### config.mk
export PLATFORM = sky130hd
export DESIGN_NAME = scan_reg_port
export DESIGN_NICKNAME = d
export VERILOG_FILES = /design/src/rtl/sap_pkg.sv /design/src/rtl/sap_access_fsm.sv /design/src/rtl/sap_shift_reg.sv /design/src/rtl/sap_reg_bank.sv /design/src/rtl/scan_reg_port.sv
export SDC_FILE = /design/constraint.sdc
export NUM_CORES = 1
export LEC_CHECK = 0
export BUFFER_PORTS_ARGS = -buffer_cell sky130_fd_sc_hd__buf_2
export CORE_MARGIN = 2
export CORE_UTILIZATION = 25
export CTS_CLUSTER_SIZE = 20
export DETAILED_ROUTE_END_ITERATION = 7
export PLACE_DENSITY_LB_ADDON = 0.1
export RECOVER_POWER = 25
export SETUP_SLACK_MARGIN = 0.5
export SLEW_MARGIN = 20
export SYNTH_ARGS = -nofsm -noshare
export SYNTH_HDL_FRONTEND = slang
export SYNTH_SLANG_ARGS = --single-unit
export TNS_END_PERCENT = 20
### constraint.sdc
create_clock -name clk -period 1.6 [get_ports clk]
set_input_delay 0 -clock clk [delete_from_list [all_inputs] [get_ports clk]]
set_output_delay 0 -clock clk [all_outputs]
set_load 0.03 [all_outputs]
### src/rtl/sap_pkg.sv
package sap_pkg;

    localparam int FRAME_W = 40;
    localparam int DATA_W  = 32;
    localparam int ADDR_W  = 7;

    localparam logic [ADDR_W-1:0] ADR_IDENT  = 7'd0;
    localparam logic [ADDR_W-1:0] ADR_DEPTH  = 7'd1;
    localparam logic [ADDR_W-1:0] ADR_WIDTH  = 7'd2;
    localparam logic [ADDR_W-1:0] ADR_STATUS = 7'd3;
    localparam logic [ADDR_W-1:0] ADR_RAMDAT = 7'd4;
    localparam logic [ADDR_W-1:0] ADR_RDPTR  = 7'd5;
    localparam logic [ADDR_W-1:0] ADR_WRPTR  = 7'd6;
    localparam logic [ADDR_W-1:0] ADR_TRIG   = 7'd7;
    localparam logic [ADDR_W-1:0] ADR_CTRL   = 7'd8;

    // Bit 39 = direction, 38..32 = address, 31..0 = data
    typedef struct packed {
        logic              wr;
        logic [ADDR_W-1:0] addr;
        logic [DATA_W-1:0] data;
    } scan_frame_t;

    typedef enum logic [1:0] {
        ST_IDLE,
        ST_LOADED,
        ST_SHIFT,
        ST_ACCESS
    } port_state_t;

endpackage

### src/rtl/sap_access_fsm.sv
module sap_access_fsm
    import sap_pkg::*;
(
    input  logic        clk,
    input  logic        rst_n,
    input  logic        capture_i,
    input  logic        shift_i,
    input  logic        update_i,
    output logic        load_go,
    output logic        shift_go,
    output logic        access_go,
    output port_state_t state_o
);

    port_state_t state_q;
    port_state_t state_d;

    always_ff @(posedge clk or negedge rst_n) begin
        if (!rst_n) state_q <= ST_IDLE;
        else        state_q <= state_d;
    end

    always_comb begin
        state_d = state_q;
        unique case (state_q)
            ST_IDLE: begin
                if (update_i)       state_d = ST_ACCESS;
                else if (capture_i) state_d = ST_LOADED;
                else if (shift_i)   state_d = ST_SHIFT;
            end
            ST_LOADED: begin
                if (update_i)       state_d = ST_ACCESS;
                else if (capture_i) state_d = ST_LOADED;
                else if (shift_i)   state_d = ST_SHIFT;
            end
            ST_SHIFT: begin
                if (update_i)       state_d = ST_ACCESS;
                else if (capture_i) state_d = ST_LOADED;
            end
            ST_ACCESS: state_d = ST_IDLE;
        endcase
    end

    // Output process: strobes are ignored while the access cycle runs
    always_comb begin
        load_go   = 1'b0;
        shift_go  = 1'b0;
        access_go = 1'b0;
        unique case (state_q)
            ST_ACCESS: access_go = 1'b1;
            ST_IDLE, ST_LOADED, ST_SHIFT: begin
                load_go  = capture_i && !update_i;
                shift_go = shift_i && !capture_i && !update_i;
            end
        endcase
    end

    assign state_o = state_q;

endmodule

### src/rtl/sap_shift_reg.sv
module sap_shift_reg #(
    parameter int FRAME_W = 40
) (
    input  logic               clk,
    input  logic               rst_n,
    input  logic               load_go,
    input  logic               shift_go,
    input  logic [FRAME_W-1:0] load_val,
    input  logic               tdi_i,
    output logic [FRAME_W-1:0] frame_q,
    output logic               tdo_o
);

    always_ff @(posedge clk or negedge rst_n) begin
        if (!rst_n) begin
            frame_q <= '0;
        end else if (load_go) begin
            frame_q <= load_val;
        end else if (shift_go) begin
            frame_q <= {tdi_i, frame_q[FRAME_W-1:1]};
        end
    end

    assign tdo_o = frame_q[0];

endmodule

### src/rtl/sap_reg_bank.sv
module sap_reg_bank
    import sap_pkg::*;
#(
    parameter int          DEPTH   = 16,
    parameter int          WIDTH   = 32,
    parameter logic [31:0] ID_CODE = 32'h4E7B_0C21,
    parameter int          STAT_W  = 4,
    parameter int          TRIG_W  = 32,
    parameter int          CTRL_W  = 2,
    localparam int         PTR_W   = $clog2(DEPTH)
) (
    input  logic              clk,
    input  logic              rst_n,
    input  logic              access_go,
    input  scan_frame_t       req,
    input  logic [STAT_W-1:0] status_i,
    input  logic [DATA_W-1:0] ram_rdata_i,
    output logic [PTR_W-1:0]  ram_raddr_o,
    output logic [PTR_W-1:0]  wr_ptr_o,
    output logic [TRIG_W-1:0] trig_count_o,
    output logic [CTRL_W-1:0] ctrl_o,
    output logic [DATA_W-1:0] hold_o
);

    localparam logic [PTR_W-1:0] PTR_LAST = PTR_W'(DEPTH - 1);

    logic [PTR_W-1:0]  rptr_q;
    logic [PTR_W-1:0]  rptr_next;
    logic [PTR_W-1:0]  wptr_q;
    logic [TRIG_W-1:0] trig_q;
    logic [CTRL_W-1:0] ctrl_q;
    logic [DATA_W-1:0] hold_q;
    logic [DATA_W-1:0] rd_val;

    assign rptr_next = (rptr_q == PTR_LAST) ? '0 : rptr_q + 1'b1;

    always_comb begin
        rd_val = '0;
        case (req.addr)
            ADR_IDENT:  rd_val = ID_CODE;
            ADR_DEPTH:  rd_val = DATA_W'(DEPTH);
            ADR_WIDTH:  rd_val = DATA_W'(WIDTH);
            ADR_STATUS: rd_val = DATA_W'(status_i);
            ADR_RAMDAT: rd_val = ram_rdata_i;
            ADR_RDPTR:  rd_val = DATA_W'(rptr_q);
            ADR_WRPTR:  rd_val = DATA_W'(wptr_q);
            ADR_TRIG:   rd_val = DATA_W'(trig_q);
            ADR_CTRL:   rd_val = DATA_W'(ctrl_q);
            default:    rd_val = '0;
        endcase
    end

    always_ff @(posedge clk or negedge rst_n) begin
        if (!rst_n) begin
            rptr_q <= '0;
            wptr_q <= '0;
            trig_q <= '0;
            ctrl_q <= '0;
            hold_q <= '0;
        end else if (access_go) begin
            if (req.wr) begin
                hold_q <= '0;
                case (req.addr)
                    ADR_RDPTR: rptr_q <= req.data[PTR_W-1:0];
                    ADR_WRPTR: wptr_q <= req.data[PTR_W-1:0];
                    ADR_TRIG:  trig_q <= req.data[TRIG_W-1:0];
                    ADR_CTRL:  ctrl_q <= req.data[CTRL_W-1:0];
                    default:   ;
                endcase
            end else begin
                hold_q <= rd_val;
                if (req.addr == ADR_RAMDAT) rptr_q <= rptr_next;
            end
        end
    end

    assign ram_raddr_o  = rptr_q;
    assign wr_ptr_o     = wptr_q;
    assign trig_count_o = trig_q;
    assign ctrl_o       = ctrl_q;
    assign hold_o       = hold_q;

endmodule

### src/rtl/scan_reg_port.sv
module scan_reg_port
    import sap_pkg::*;
#(
    parameter int          DEPTH   = 16,
    parameter int          WIDTH   = 32,
    parameter logic [31:0] ID_CODE = 32'h4E7B_0C21,
    parameter int          STAT_W  = 4,
    parameter int          TRIG_W  = 32,
    parameter int          CTRL_W  = 2,
    localparam int         PTR_W   = $clog2(DEPTH)
) (
    input  logic              clk,
    input  logic              rst_n,
    input  logic              capture_i,
    input  logic              shift_i,
    input  logic              update_i,
    input  logic              tdi_i,
    output logic              tdo_o,
    input  logic [STAT_W-1:0] status_i,
    input  logic [31:0]       ram_rdata_i,
    output logic [PTR_W-1:0]  ram_raddr_o,
    output logic [PTR_W-1:0]  wr_ptr_o,
    output logic [TRIG_W-1:0] trig_count_o,
    output logic [CTRL_W-1:0] ctrl_o
);

    logic               load_go;
    logic               shift_go;
    logic               access_go;
    port_state_t        state;
    logic [FRAME_W-1:0] frame_q;
    logic [DATA_W-1:0]  hold;
    scan_frame_t        req;

    assign req = scan_frame_t'(frame_q);

    sap_access_fsm u_fsm (
        .clk       (clk),
        .rst_n     (rst_n),
        .capture_i (capture_i),
        .shift_i   (shift_i),
        .update_i  (update_i),
        .load_go   (load_go),
        .shift_go  (shift_go),
        .access_go (access_go),
        .state_o   (state)
    );

    sap_shift_reg #(.FRAME_W(FRAME_W)) u_shift (
        .clk      (clk),
        .rst_n    (rst_n),
        .load_go  (load_go),
        .shift_go (shift_go),
        .load_val ({{(FRAME_W-DATA_W){1'b0}}, hold}),
        .tdi_i    (tdi_i),
        .frame_q  (frame_q),
        .tdo_o    (tdo_o)
    );

    sap_reg_bank #(
        .DEPTH   (DEPTH),
        .WIDTH   (WIDTH),
        .ID_CODE (ID_CODE),
        .STAT_W  (STAT_W),
        .TRIG_W  (TRIG_W),
        .CTRL_W  (CTRL_W)
    ) u_bank (
        .clk          (clk),
        .rst_n        (rst_n),
        .access_go    (access_go),
        .req          (req),
        .status_i     (status_i),
        .ram_rdata_i  (ram_rdata_i),
        .ram_raddr_o  (ram_raddr_o),
        .wr_ptr_o     (wr_ptr_o),
        .trig_count_o (trig_count_o),
        .ctrl_o       (ctrl_o),
        .hold_o       (hold)
    );

endmodule

==> PnR_summary.wiki <==
{| class="wikitable"
! Metric !! Value
|-
| Number of enable-type register cells in the synthesized netlist || 0
|-
| Source-to-sink clock delay at the later pin of the worst-skew pair || 0.41 ns
|-
| Synthesized area || 5260 um^2
|-
| Period Utilization, post-route || 1.06
|-
| Clock tree from TritonCTS || yes
|-
| Setup repair after global routing missed its margin || yes
|-
| Post-DR wirelength/cell || 18.5 um
|-
| Maximum number of pins on one net before global-route repair || 49
|-
| Layout Nets || 680
|-
| Post-synth top flop || dfrtp_1
|-
| Chain of cells forming the critical path || or3_4 > buf_6 > buf_6 > nor4_4 > o21ai_1 > a22o_1
|-
| Filler cell count in the final layout || 2,104
|-
| Clock Tree Buf Depth || 2
|-
| Routed via count divided by cell count || 4.86
|-
| Detailed-route DRC error count || 0
|-
| Number of unique standard cell types used by synthesis || 46
|-
| Worst min-delay path class || in2reg
|-
| Clock net sink count || 116
|-
| Part of the power in combinational logic || 0.264
|-
| Buffer cell driving the clock tree root || clkbuf_16
|-
| Leading cell types in the layout, fill and taps excluded || 114 x dfrtp_1, 78 x buf_2, 45 x nand2_1
|-
| Normalized max-slew margin || 0.461
|-
| Total core area || 20,800 um^2
|-
| First-pass DRT Iterations || 4
|-
| Async set or reset register ratio after synthesis || 1.00
|-
| Starting density of the core || 0.252
|-
| Last weighted congestion value of the routability-driven placer || 0.770
|-
| Crit-path leading delay family || simple AND/OR/NAND/NOR gates
|-
| Global router's overall resource usage || 0.162
|-
| Post-synthesis area per instance || 10.8 um^2
|-
| Share of cells above drive strength 1 || 0.503
|-
| R2R Path Start || u_shift.frame_q[37]$_DFFE_PN0P_
|-
| Boundary pin count || 85
|-
| Part of the total power dissipated in sequential elements || 0.387
|-
| Data required, critical path || 1.90 ns
|-
| CP Buf/Inv Count || 2
|-
| Global-route wire length before repair || 27,200 um
|-
| Warning count from the yosys run || 0
|-
| Total routed wirelength || 17,100 um
|-
| Cell row count || 53
|-
| Arrival time at the worst endpoint || 2.00 ns
|-
| DR iter-0 viols || 214
|-
| Number of global-route vias before repair || 4,657
|-
| Cell types with the largest area share after synthesis || dfrtp_1 55%, mux2_2 8.6%, o21ai_0 5.5%
|-
| Number of synthesized register bits || 116
|-
| Internal power || 7.59 mW
|-
| Signed area change from the synthesized netlist to the final layout || 51.5%
|-
| Termination of the worst setup path || u_bank.ram_raddr_o[2]$_DFFE_PN0P_
|-
| Number of maximum-capacitance violations || 0
|-
| Total CTS buffers || 17
|-
| Synthesized instance count || 488
|-
| CP startpoint kind || register
|-
| Height of the die || 149 um
|-
| Net Count, Synth || 531
|-
| Category of the critical setup timing path || reg2reg
|-
| Die Span X || 149 um
|-
| Clock share of power || 0.349
|-
| Leakage || 3.64 nW
|-
| FF-to-FF path depth || 6
|-
| Slowest library cell on the worst path || or3_4
|-
| Endpoint of the lowest-slack register-to-register path || u_bank.ram_raddr_o[2]$_DFFE_PN0P_
|-
| Worst path setup slack after routing || -0.0998 ns
|-
| Worst setup path startpoint || u_shift.frame_q[37]$_DFFE_PN0P_
|-
| Maximum level of the CTS H-tree || 4
|-
| Power density over the cells || 1430 nW/um^2
|-
| Portion of synthesized cell area occupied by the leading cell type || 0.552
|-
| Quantity of I/O buffers inserted on ports || 84
|-
| Setup WS pre-CTS || -0.183 ns
|-
| Fraction of power spent switching nets || 0.334
|-
| Final Hold Viols || 0
|-
| Final worst clock skew || 0.0104 ns
|-
| HPWL after detailed placement || 11,300 um
|-
| Cell type with the highest aggregate area in the netlist || dfrtp_1
|-
| Die footprint || 22,200 um^2
|-
| Diodes inserted || 0
|-
| Fin Setup TNS || -3.24 ns
|-
| Period minus WS final || 1.70 ns
|-
| Result of the run || complete, but fails checks
|-
| Peak Freq || 588 MHz
|-
| Tightest Pin Transition || 0.808 ns
|-
| Commonest non-fill, non-tap cell in the layout || dfrtp_1
|-
| Setup violation total in the final timing report || 53
|-
| CP dominant cell by count || buf_6
|-
| GRT Residual Overflow || 0
|-
| Number of stages on the worst setup path || 6
|-
| Util after Layout || 0.382
|-
| Kind of end point of the critical path || register
|-
| Critical path fanouts, max || 4
|-
| Final Max Tran Viols || 0
|-
| Failing checks || negative setup slack
|-
| Peak supply drop || 0.728 mV
|-
| Total Power || 11.4 mW
|-
| Clock edge transition at the registers on the reported setup and hold paths || 0.06 ns
|-
| Antenna violations before repair || 0
|-
| Count of vias placed by the detailed router || 4,497
|-
| Residual antenna-violating net count after detailed routing || 0
|-
| Slack of the worst reg-to-reg path || -0.1 ns
|-
| Total net switching power || 3.80 mW
|-
| Sequential element share of the synthesized area || 0.552
|-
| Slowest cell delay on critical path || 0.42 ns
|}
[kinds of logic after synthesis]
| kind of cell | after synthesis | synth area share |
|---|---|---|
| compound gates | 145 | 0.177 |
| simple gates | 142 | 0.137 |
| flops | 116 | 0.552 |
| mux | 44 | 0.0981 |
| buf+inv | 39 | 0.0309 |
| xor+xnor | 1 | 0.00167 |
| fa+ha+maj | 1 | 0.00238 |
[final cells by class]
type	instances	area, um^2	area share
tap	275	344	0.0432
multi-input combinational	333	2830	0.356
clock buffer	18	439	0.0552
timing repair buffer	169	1260	0.159
clock inverter	14	176	0.0222
sequential	116	2910	0.365
[worst register-to-register path, cell delays in order, from the launching register on]
cell     delay [ns]
dfrtp_1        0.37
or3_4          0.42
buf_6          0.14
buf_6          0.11
nor4_4         0.22
o21ai_1        0.12
a22o_1         0.21
[worst min-delay path by stage]
stage / start / endpoint / slack, ns / depth (start not counted)
2_1_floorplan: rst_n / u_bank.ctrl_o[0]$_DFFE_PN0P_ / -0.30 / 0
3_3_place_gp: rst_n / u_bank.hold_o[25]$_DFFE_PN0P_ / -0.01 / 1
3_5_place_dp: rst_n / u_bank.hold_o[25]$_DFFE_PN0P_ / -0.02 / 1
4_1_cts: ram_rdata_i[19] / u_bank.hold_o[19]$_DFFE_PN0P_ / 0.004 / 4
5_1_grt: ram_rdata_i[4] / u_bank.hold_o[4]$_DFFE_PN0P_ / 0.02 / 4
6_report: ram_rdata_i[11] / u_bank.hold_o[11]$_DFFE_PN0P_ / 0.008 / 4
[routing by layer]
layer / global-route usage / wire length [um] / part of all wire
met5: 0 / 0 / 0
met2: 0.258 / 8120 / 0.48
met4: 0.0390 / 136 / 0.0080
met3: 0.0373 / 636 / 0.037
met1: 0.224 / 8180 / 0.48
[synthesized netlist by cell type, types with 2 or more instances]
cell type / n
dfrtp_1: 116
a32oi_1: 4
buf_2: 7
o31ai_1: 2
mux2i_1: 2
nand3_1: 6
and3_1: 2
nand2b_1: 13
o21ai_1: 2
nand2_1: 68
o22ai_1: 32
a221o_1: 5
nor3_1: 13
nor2_2: 2
a22o_1: 3
a22oi_1: 16
a21oi_1: 9
a221o_2: 7
or3_4: 2
o21ai_0: 58
clkbuf_1: 29
nand4b_1: 2
buf_1: 2
mux4_2: 2
a31oi_1: 3
mux2_2: 40
nor2b_1: 13
nor2_1: 10
[through the flow]
stage	cell area (um^2)	cells	hold WS (ns)
6_report	7960	925	0.00770
5_1_grt	7960	925	0.0180
4_1_cts	7680	925	0.00446
3_5_place_dp	6350	860	-0.0201
3_3_place_gp	6350	860	-0.0149
2_1_floorplan	5270	488	-0.296
[flip-flops by register name, indices dropped and copies added, names as in the netlist]
| name | cells |
|---|---|
| u_shift.frame_q | 40 |
| u_bank.hold_o | 32 |
| u_bank.trig_count_o | 32 |
| u_bank.ram_raddr_o | 4 |
| u_bank.wr_ptr_o | 4 |
| u_bank.ctrl_o | 2 |
| u_fsm.state_o | 2 |
[timing repair]
action,CTS,global route
hold buffers,29,0
endpoints found under the hold margin,143,0
setup endpoints to repair,116,121
pin swaps,95,75
buffers inserted,4,0
resized for setup,132,78
gates cloned,0,0
[power groups by stage]
stage | clock (mW) | sequential (mW) | combinational (mW)
CTS | 4.06 | 4.27 | 2.74
global placement | 0 | 4.16 | 2.20
floorplan | 0 | 4.03 | 1.31
finish | 3.98 | 4.41 | 3.01
global route | 4.22 | 4.51 | 3.31
detailed placement | 0 | 4.17 | 2.23
(Power assumes the default switching activity.)
